==> src/rtl/aud_rx_pkg.sv <==
package aud_rx_pkg;

  localparam int SAMPLE_W = 24;

  typedef enum logic [2:0] {
    FMT_L16 = 3'd0,
    FMT_L20 = 3'd1,
    FMT_MSB = 3'd2,
    FMT_I2S = 3'd3,
    FMT_L24 = 3'd4
  } fmt_code_e;

  // decoded framing of one half-frame
  typedef struct packed {
    logic       rjust;   // sample ends at the closing transition
    logic       delay1;  // MSB one bit clock after the transition, left = low
    logic [4:0] len;     // sample length in bits
  } fmt_t;

  typedef enum logic [1:0] {
    SY_IDLE = 2'd0,  // word-clock level not yet seen
    SY_HUNT = 2'd1,  // waiting for a boundary
    SY_LOCK = 2'd2   // half-frames are complete
  } sync_e;

  function automatic fmt_t fmt_decode(input logic [2:0] code);
    fmt_t f;
    f.rjust  = 1'b0;
    f.delay1 = 1'b0;
    f.len    = 5'd24;
    case (code)
      FMT_L16: begin f.rjust = 1'b1; f.len = 5'd16; end
      FMT_L20: begin f.rjust = 1'b1; f.len = 5'd20; end
      FMT_I2S: f.delay1 = 1'b1;
      FMT_L24: f.rjust = 1'b1;
      default: ;  // 2 and the unused codes: MSB-justified 24-bit
    endcase
    return f;
  endfunction

endpackage

==> src/rtl/aud_rx_frame_sync.sv <==
module aud_rx_frame_sync
  import aud_rx_pkg::*;
(
  input  logic       clk,
  input  logic       rst_n,
  input  logic       word_clk,
  input  logic [2:0] fmt_sel,
  output logic       tr,        // transition sampled this edge
  output logic       lat,       // transition closes a complete half-frame
  output logic       chg,       // transition carries a format change
  output logic       lvl_prev,  // level of the half-frame being closed
  output fmt_t       fmt
);

  logic       lr_q;
  sync_e      st;
  logic [2:0] code_q;

  assign tr       = (st != SY_IDLE) && (word_clk != lr_q);
  assign chg      = tr && (fmt_sel != code_q);
  assign lat      = tr && (st == SY_LOCK) && !chg;
  assign lvl_prev = lr_q;
  assign fmt      = fmt_decode(code_q);

  always_ff @(posedge clk) begin
    if (!rst_n) begin
      lr_q   <= 1'b0;
      st     <= SY_IDLE;
      code_q <= 3'(FMT_MSB);
    end else begin
      lr_q <= word_clk;
      if (tr) code_q <= fmt_sel;
      case (st)
        SY_IDLE: st <= SY_HUNT;
        SY_HUNT: if (tr && !chg) st <= SY_LOCK;
        SY_LOCK: if (chg) st <= SY_HUNT;
        default: st <= SY_IDLE;
      endcase
    end
  end

endmodule

==> src/rtl/aud_rx_deser.sv <==
module aud_rx_deser
  import aud_rx_pkg::*;
#(
  parameter int CNT_W = 8
) (
  input  logic                clk,
  input  logic                rst_n,
  input  logic                ser_data,
  input  logic                tr,
  input  fmt_t                fmt,
  output logic [SAMPLE_W-1:0] word
);

  localparam logic [CNT_W-1:0] SPAN = CNT_W'(SAMPLE_W);
  localparam logic [CNT_W-1:0] CMAX = '1;

  logic [SAMPLE_W-1:0] sr, sr_base, sr_nxt;
  logic [CNT_W-1:0]    cnt, idx, first, last;
  logic                shift_en;
  logic [4:0]          pad;

  // bit index within the half-frame; 0 on the transition edge
  assign idx   = tr ? '0 : cnt;
  assign first = {{(CNT_W-1){1'b0}}, fmt.delay1};
  assign last  = first + SPAN;

  always_comb begin
    shift_en = fmt.rjust || ((idx >= first) && (idx < last));
    sr_base  = (tr && !fmt.rjust) ? '0 : sr;
    sr_nxt   = shift_en ? {sr_base[SAMPLE_W-2:0], ser_data} : sr_base;
  end

  // pre-update contents form the closed half-frame's sample
  assign pad  = 5'(SAMPLE_W) - fmt.len;
  assign word = sr << pad;

  always_ff @(posedge clk) begin
    if (!rst_n) begin
      sr  <= '0;
      cnt <= '0;
    end else begin
      sr <= sr_nxt;
      if (tr)               cnt <= CNT_W'(1);
      else if (cnt != CMAX) cnt <= cnt + CNT_W'(1);
    end
  end

endmodule

==> src/rtl/aud_rx_pair.sv <==
module aud_rx_pair
  import aud_rx_pkg::*;
(
  input  logic                clk,
  input  logic                rst_n,
  input  logic                lat,
  input  logic                is_left,
  input  logic                clear,
  input  logic [SAMPLE_W-1:0] word,
  output logic                smp_valid,
  input  logic                smp_ready,
  output logic [SAMPLE_W-1:0] smp_left,
  output logic [SAMPLE_W-1:0] smp_right
);

  logic [SAMPLE_W-1:0] left_hold;
  logic                have_left;
  logic                slot_free;

  assign slot_free = !smp_valid || smp_ready;

  always_ff @(posedge clk) begin
    if (!rst_n) begin
      left_hold <= '0;
      have_left <= 1'b0;
      smp_valid <= 1'b0;
      smp_left  <= '0;
      smp_right <= '0;
    end else begin
      if (smp_valid && smp_ready) smp_valid <= 1'b0;
      if (clear) begin
        have_left <= 1'b0;
      end else if (lat) begin
        if (is_left) begin
          left_hold <= word;
          have_left <= 1'b1;
        end else begin
          have_left <= 1'b0;
          if (have_left && slot_free) begin
            smp_left  <= left_hold;
            smp_right <= word;
            smp_valid <= 1'b1;
          end
        end
      end
    end
  end

  // a stalled pair is held unchanged
  a_r10_hold_stable: assert property (@(posedge clk) disable iff (!rst_n)
    smp_valid && !smp_ready |=> smp_valid && $stable(smp_left) && $stable(smp_right));

  // a pair is only released when a left half was waiting
  a_r9_needs_left: assert property (@(posedge clk) disable iff (!rst_n)
    $rose(smp_valid) |-> $past(have_left));

endmodule

==> src/rtl/aud_serial_rx.sv <==
module aud_serial_rx
  import aud_rx_pkg::*;
#(
  parameter int CNT_W = 8
) (
  input  logic                bit_clk,
  input  logic                rst_n,
  input  logic [2:0]          fmt_sel,
  input  logic                word_clk,
  input  logic                ser_data,
  output logic                smp_valid,
  input  logic                smp_ready,
  output logic [SAMPLE_W-1:0] smp_left,
  output logic [SAMPLE_W-1:0] smp_right
);

  logic                tr, lat, chg, lvl_prev, is_left;
  fmt_t                fmt;
  logic [SAMPLE_W-1:0] word;

  aud_rx_frame_sync u_sync (
    .clk      (bit_clk),
    .rst_n    (rst_n),
    .word_clk (word_clk),
    .fmt_sel  (fmt_sel),
    .tr       (tr),
    .lat      (lat),
    .chg      (chg),
    .lvl_prev (lvl_prev),
    .fmt      (fmt)
  );

  aud_rx_deser #(.CNT_W(CNT_W)) u_deser (
    .clk      (bit_clk),
    .rst_n    (rst_n),
    .ser_data (ser_data),
    .tr       (tr),
    .fmt      (fmt),
    .word     (word)
  );

  // I2S framing inverts the channel polarity
  assign is_left = lvl_prev ^ fmt.delay1;

  aud_rx_pair u_pair (
    .clk       (bit_clk),
    .rst_n     (rst_n),
    .lat       (lat),
    .is_left   (is_left),
    .clear     (chg),
    .word      (word),
    .smp_valid (smp_valid),
    .smp_ready (smp_ready),
    .smp_left  (smp_left),
    .smp_right (smp_right)
  );

  // output appears right after a right-channel close
  a_r9_rise_on_close: assert property (@(posedge bit_clk) disable iff (!rst_n)
    $rose(smp_valid) |-> $past(lat && !is_left));

  // 16-bit right-justified samples carry zero low byte
  a_r3_l16_low_zero: assert property (@(posedge bit_clk) disable iff (!rst_n)
    lat && fmt.rjust && (fmt.len == 5'd16) |-> (word[7:0] == 8'h00));

  // 20-bit right-justified samples carry zero low nibble
  a_r4_l20_low_zero: assert property (@(posedge bit_clk) disable iff (!rst_n)
    lat && fmt.rjust && (fmt.len == 5'd20) |-> (word[3:0] == 4'h0));

endmodule

==> config.mk <==
export PLATFORM = sky130hd
export DESIGN_NAME = aud_serial_rx
export DESIGN_NICKNAME = d
export VERILOG_FILES = /design/src/rtl/aud_rx_pkg.sv /design/src/rtl/aud_rx_frame_sync.sv /design/src/rtl/aud_rx_deser.sv /design/src/rtl/aud_rx_pair.sv /design/src/rtl/aud_serial_rx.sv
export SDC_FILE = /design/constraint.sdc
export NUM_CORES = 1
export LEC_CHECK = 0
export ABC_AREA = 1
export BUFFER_PORTS_ARGS = -buffer_cell sky130_fd_sc_hd__buf_2
export CAP_MARGIN = 20
export CORE_AREA = 4 4 124 138
export DETAILED_ROUTE_END_ITERATION = 8
export DIE_AREA = 0 0 128 142
export GPL_TIMING_DRIVEN = 1
export PLACE_DENSITY_LB_ADDON = 0.15
export SYNTH_ARGS = -nofsm -noshare
export SYNTH_HDL_FRONTEND = slang
export SYNTH_SLANG_ARGS = --single-unit
==> constraint.sdc <==
create_clock -name bit_clk -period 2.1 [get_ports bit_clk]
set_input_delay 0.105 -clock bit_clk [delete_from_list [all_inputs] [get_ports bit_clk]]
set_output_delay 0.105 -clock bit_clk [all_outputs]
set_load 0.02 [all_outputs]
After elaboration in Yosys (flattened, before gate mapping)

Index checks and enable logic that the tools add are counted.
W data, S select, Z words.

Add/sub/neg operators: 3
$lt $le $gt $ge: 2
Equality and inequality tests: 10
Shifts and indexed selects: 1
Multiplexer cells: 17
Bitwise operators: 4
Reduce and logical (&&, ||, !) cells: 25

Operators by type and width:

| operator              | number |
|---|---|
| $mux W24              | 2 |
| $shl A24 B5 Y24       | 1 |
| $mux W1               | 10 |
| $logic_and A1 B1 Y1   | 9 |
| $add A8 B1 Y8 const B | 1 |
| $ge A8 B1 Y1          | 1 |
| $lt A8 B8 Y1          | 1 |
| $mux W8               | 1 |
| $ne A8 B8 Y1 const B  | 1 |
| $pmux W4 S2           | 1 |
| $add A1 B5 Y6 const B | 1 |
| $pmux W2 S3           | 1 |
| $reduce_bool A2 Y1    | 3 |
| $sub A5 B5 Y5 const A | 1 |
| $mux W2               | 2 |
| $ne A2 B1 Y1 const B  | 2 |
| $reduce_and A4 Y1     | 1 |
| $reduce_or A2 Y1      | 2 |
| $eq A3 B1 Y1 const B  | 1 |
| $eq A3 B2 Y1 const B  | 1 |
| $eq A3 B3 Y1 const B  | 1 |
| $logic_not A1 Y1      | 3 |
| $logic_not A3 Y1      | 1 |
| $ne A3 B3 Y1          | 1 |
| 10 further kinds      | 13 |

Register bits: 112
Bits of input ports: 8

Logic depth before layout (Yosys ltp)

Depth after elaboration: 7
Depth in mapped cells: 15

By module

From an unflattened synthesis, not the netlist that was laid out.

Cell total of the unflattened synthesis: 981
Area, all modules: 6122.1 sq um

By module, submodules not included:

| module            | times used | cells an instance | area an instance (sq um) | sequential area each (sq um) |
|---|---|---|---|---|
| aud_rx_pair       | 1          | 423               | 2881.5                   | 1481.4 |
| aud_rx_deser      | 1          | 493               | 2840.2                   | 640.6 |
| aud_rx_frame_sync | 1          | 60                | 381.6                    | 120.1 |
| aud_serial_rx     | 1          | 5                 | 18.8                     | 0.0 |

Worst setup path after synthesis

OpenSTA, ideal clock, no wires.

Kind: reg2reg
Start: register u_sync.st[0]
End: register u_deser.sr[2]
Setup time: 117 ps
Arrival: 1714 ps
Path slack: 268 ps
Cell stages (with the launch flop): 14
Buffers on the path: 2
Clock period less this slack: 1832 ps
Path through: dfxtp_1 inv_1 nand2_1 nand3_1 nand2_1 ha_1 nor2_1 nand2_1 nand2_1 buf_2 buf_2 nand3_1 nand2_1 nor2_1

Cells in the longest elaborated chain, start to end: 7
Elaborated cells on any way between the ends: 10

Ends and longest elaborated chain:

| what                                                | RTL line                | source |
|---|---|---|
| start, declared                                     | aud_rx_frame_sync.sv:16 | `sync_e st;` |
| start signal, assigned                              | aud_rx_frame_sync.sv:28 | `st <= SY_IDLE;` |
| start signal, assigned                              | aud_rx_frame_sync.sv:34 | `SY_IDLE: st <= SY_HUNT;` |
| start signal, assigned                              | aud_rx_frame_sync.sv:35 | `SY_HUNT: if (tr && !chg) st <= SY_LOCK;` |
| $reduce_bool A2 Y1 *                                | aud_rx_frame_sync.sv:19 | `assign tr = (st != SY_IDLE) && (word_clk != lr_q);` |
| $logic_and A1 B1 Y1 *                               | aud_rx_frame_sync.sv:19 |  |
| $mux W8                                             | aud_rx_deser.sv:23      | `assign idx = tr ? '0 : cnt;` |
| $ge A8 B1 Y1 / $lt A8 B8 Y1 (equally long branches) | aud_rx_deser.sv:28      | `shift_en = fmt.rjust \|\| ((idx >= first) && (idx < last));` |
| $logic_and A1 B1 Y1                                 | aud_rx_deser.sv:28      |  |
| $logic_or A1 B1 Y1                                  | aud_rx_deser.sv:28      |  |
| $mux W24 *                                          | aud_rx_deser.sv:30      | `sr_nxt = shift_en ? {sr_base[SAMPLE_W-2:0], ser_data} : sr_base;` |
| end signal, assigned                                | aud_rx_deser.sv:42      | `sr <= sr_nxt;` |
| end, declared                                       | aud_rx_deser.sv:17      | `logic [SAMPLE_W-1:0] sr, sr_base, sr_nxt;` |

Mark *: on every way between the ends. The rest lies on a longest branch, timed or not. The select of a mux whose other input is x is not followed.
A chain may end at the register's enable or synchronous reset.

Final worst setup path

Start: input port word_clk
End: register u_pair.smp_right[18]

Cells in the longest elaborated chain, start to end: 6
Elaborated cells on any way between the ends: 8

Ends and longest elaborated chain:

| what                                 | RTL line                | source |
|---|---|---|
| start, declared                      | aud_serial_rx.sv:9      | `input logic word_clk,` |
| $ne A1 B1 Y1 *                       | aud_rx_frame_sync.sv:19 |  |
| $logic_and A1 B1 Y1 *                | aud_rx_frame_sync.sv:19 |  |
| $logic_and A1 B1 Y1                  | aud_rx_frame_sync.sv:20 | `assign chg = tr && (fmt_sel != code_q);` |
| $logic_not A1 Y1                     | aud_rx_frame_sync.sv:21 | `assign lat = tr && (st == SY_LOCK) && !chg;` |
| $logic_and A1 B1 Y1                  | aud_rx_frame_sync.sv:21 |  |
| $reduce_and A4 Y1 (no source line) * | --                      |  |
| end signal, assigned                 | aud_rx_pair.sv:41       | `smp_right <= word;` |
| end, declared                        | aud_rx_pair.sv:13       | `output logic [SAMPLE_W-1:0] smp_right` |

Mark *: on every way between the ends. The rest lies on a longest branch, timed or not.

==> metrics <==
mapped cell area between 5000 and 6000 sq um; number of CTS-inserted buffers 9; syn_area_per_cell 6.31 sq um; Critical R2R Launch u_sync.lvl_prev; share of synthesized registers carrying an async set or reset 0%; CP Class in2reg; hold endpoint u_pair.smp_valid; Area growth syn-to-layout 15.7%; Vias/cell 4.38; worst skew pair latency 0.36 ns; total core area around 16,000 sq um; Initial Utilization 34.5%; #FFs+latches synth approximately 110; ys flop type dfxtp_1; layout cells sized above 1 roughly 11%; min cycle time layout 1.83 ns; status complete, no violations; CTS Root Cell clkbuf_16; largest net degree at the start of global routing 70; final setup fails 0; sequential element share of the synthesized area 41.6%; final std cells w/o fill between 1k and 1.5k; Critical R2R Capture u_pair.smp_right[18]; CP Data Required Time 2.35 ns; maximum clock path buffer count 2; Final HPWL DP roughly 8700 microns; Tcrit/Tclk final 87.0%; Ports 57; Reg2Reg Setup Slack 0.34 ns; Pwr Total 4.23 mW; fillers 1,777; clk slew on worst S/H paths approximately 0.070 ns; Initial DRT Pass Iterations 4; row count 48; critical-path maximum fanout 69; type of origin of the critical path input port; worst slew pin tran about 0.43 ns; Hold WC Path Type in2reg; Pwr Density 677 nW/um^2; Arr. time, crit path 2.07 ns; Cells on Worst Hold Path 4; antenna diode count 0; DIE WIDTH 128 microns; commonest non-fill, non-tap cell in the layout nand2_1; RePlAce Congestion roughly 0.79; Detail Route Antenna Nets 0; initial antenna violation count 0; Worst R2R Path Depth 10; total clock sinks 112; DR top layer met4; slack of the critical path 0.273 ns; placed insts 1,090; count of cell types in the netlist 30; final setup TNS 0 ns; Leakage 3.28 nW; final slew viol count 0; met3 routed WL approximately 440 microns; drt wl/cell 11.3 microns; DIE HEIGHT ~140 microns; VDD IR-drop max 348 uV; EDFF count, synth 0; unrepaired setup endpoints after global routing no; vias in the first global route 4,410; most frequent cells in the layout 257 x nand2_1, 165 x nor2_1, 123 x inv_1, 112 x dfxtp_1, 55 x buf_2; Max Clock Freq 0.547 GHz; H-tree depth 3; DRC 0; post-placement setup slack 0.309 ns; Worst Skew 0.0121 ns; final hold violations 0; final instance area 6240 sq um; Die ar. 18,200 sq um; max_cap viols 0; Overflow after GRT 0; met2 wire len 5440 microns; Slew headroom 71.4%; first-pass GRT wire length 21,300 microns; Synth Net Count ~870; DR vias 4,848; Total GRT Usage 14.2%; CTS tree yes; crit end category register; Syn Inst Count roughly 860; WL final 12,500 microns; final net count about 900; Post-Place Cell Area 5930 sq um; Port Buf Inserts 56; DRT iter0 DRCs between 300 and 400; Synth Warn # 0; Met1 Routed Length 6440 microns; min-delay src smp_ready
==> Yosys cell counts, types with 2 or more instances <==
| library cell | number | area (sq um) |
|---|---|---|
| nand2_1 | 257 | 965 |
| nor2_1 | 165 | 619 |
| inv_1 | 123 | 462 |
| dfxtp_1 | 112 | 2240 |
| nand3_1 | 51 | 255 |
| o21ai_0 | 33 | 165 |
| buf_2 | 19 | 95.1 |
| clkbuf_1 | 18 | 67.6 |
| a21boi_0 | 17 | 128 |
| a21oi_1 | 14 | 70.1 |
| a22oi_1 | 7 | 52.6 |
| a21boi_1 | 5 | 37.5 |
| nand4_1 | 5 | 31.3 |
| a31oi_1 | 4 | 25.0 |
| buf_1 | 3 | 11.3 |
| nor3_1 | 3 | 15.0 |
| or2_2 | 3 | 18.8 |
| ha_1 | 2 | 25.0 |
| nand3_2 | 2 | 20.0 |
| o21ai_1 | 2 | 10.0 |
==> sequential cells by signal, indices dropped and copies added (netlist names) <==
signal	count
u_deser.cnt	8
u_deser.sr	24
u_pair.have_left	1
u_pair.left_hold	24
u_pair.smp_left	24
u_pair.smp_right	24
u_pair.smp_valid	1
u_sync.code_q	3
u_sync.lvl_prev	1
u_sync.st	2
==> area by class of cell <==
type,count,area [sq um],area share (%)
Clock buffer,9,225,3.61
Clock inverter,7,73.8,1.18
Inverter,124,465,7.46
Multi-Input combinational cell,577,2500,40.0
Sequential cell,112,2240,35.9
Tap cell,200,250,4.01
Timing Repair Buffer,78,488,7.82
==> timing repair <==
item,in CTS,in global routing
buffers inserted,0,0
hold buffers,1,0
gates resized for setup,0,0
hold endpoints to repair,1,0
==> power by group <==
group          internal (mW)  switching, mW  total, mW
logic                  0.105          0.223      0.328
registers               2.15         0.0307       2.18
clock network          0.844          0.871       1.72
==> per-stage QoR <==
stage / hold WS [ns] / util (%)
floorplan: 0.198 / -
global placement: 0.319 / 38.0
detailed placement: 0.325 / 38.0
CTS: 0.0190 / 40.0
global route: 0.0441 / 40.0
finish: 0.0263 / 40.0
==> critical path, stage by stage <==
cell           delay (ns)
dlygate4sd3_1        0.53
buf_2                0.13
nand2_1              0.08
o21ai_0              0.12
nor2_2               0.29
nand2_1              0.20
nand3_2              0.13
buf_12               0.26
nand2_1              0.08
nand2_1              0.07
nor2_1               0.04
==> layer usage <==
metal / vias to the layer above / GRT usage (%)
met5: - / 0
met4: 0 / 4.02
met3: 10 / 3.08
met2: 61 / 22.3
met1: 2094 / 19.7
li1: 2683 / -
==> cells by family (layout without fill, tap and decap cells) <==
logic type,Yosys count,after routing,share of synthesized area [%]
XOR/XNOR,2,2,0.325
AND/OR/NAND/NOR,490,490,36.3
buffers and inverters,166,218,12.2
adder cells (fa/ha/maj),2,2,0.464
AO/OA/AOI/OAI,83,83,9.19
flip-flops,112,112,41.6
==> worst max path at each step <==
stage,startpoint,endpoint,slack (ns),cells past startpoint
3_3_place_gp,u_sync.lvl_prev,u_pair.smp_left[17],0.29,10
2_1_floorplan,u_sync.st[0],u_deser.sr[2],0.27,13
4_1_cts,word_clk,u_pair.smp_right[19],0.27,11
3_5_place_dp,u_sync.lvl_prev,u_pair.smp_left[17],0.31,10
6_report,word_clk,u_pair.smp_right[18],0.27,11
5_1_grt,word_clk,u_pair.smp_left[1],0.09,11
No activity file was read; power rests on OpenSTA's default activity.
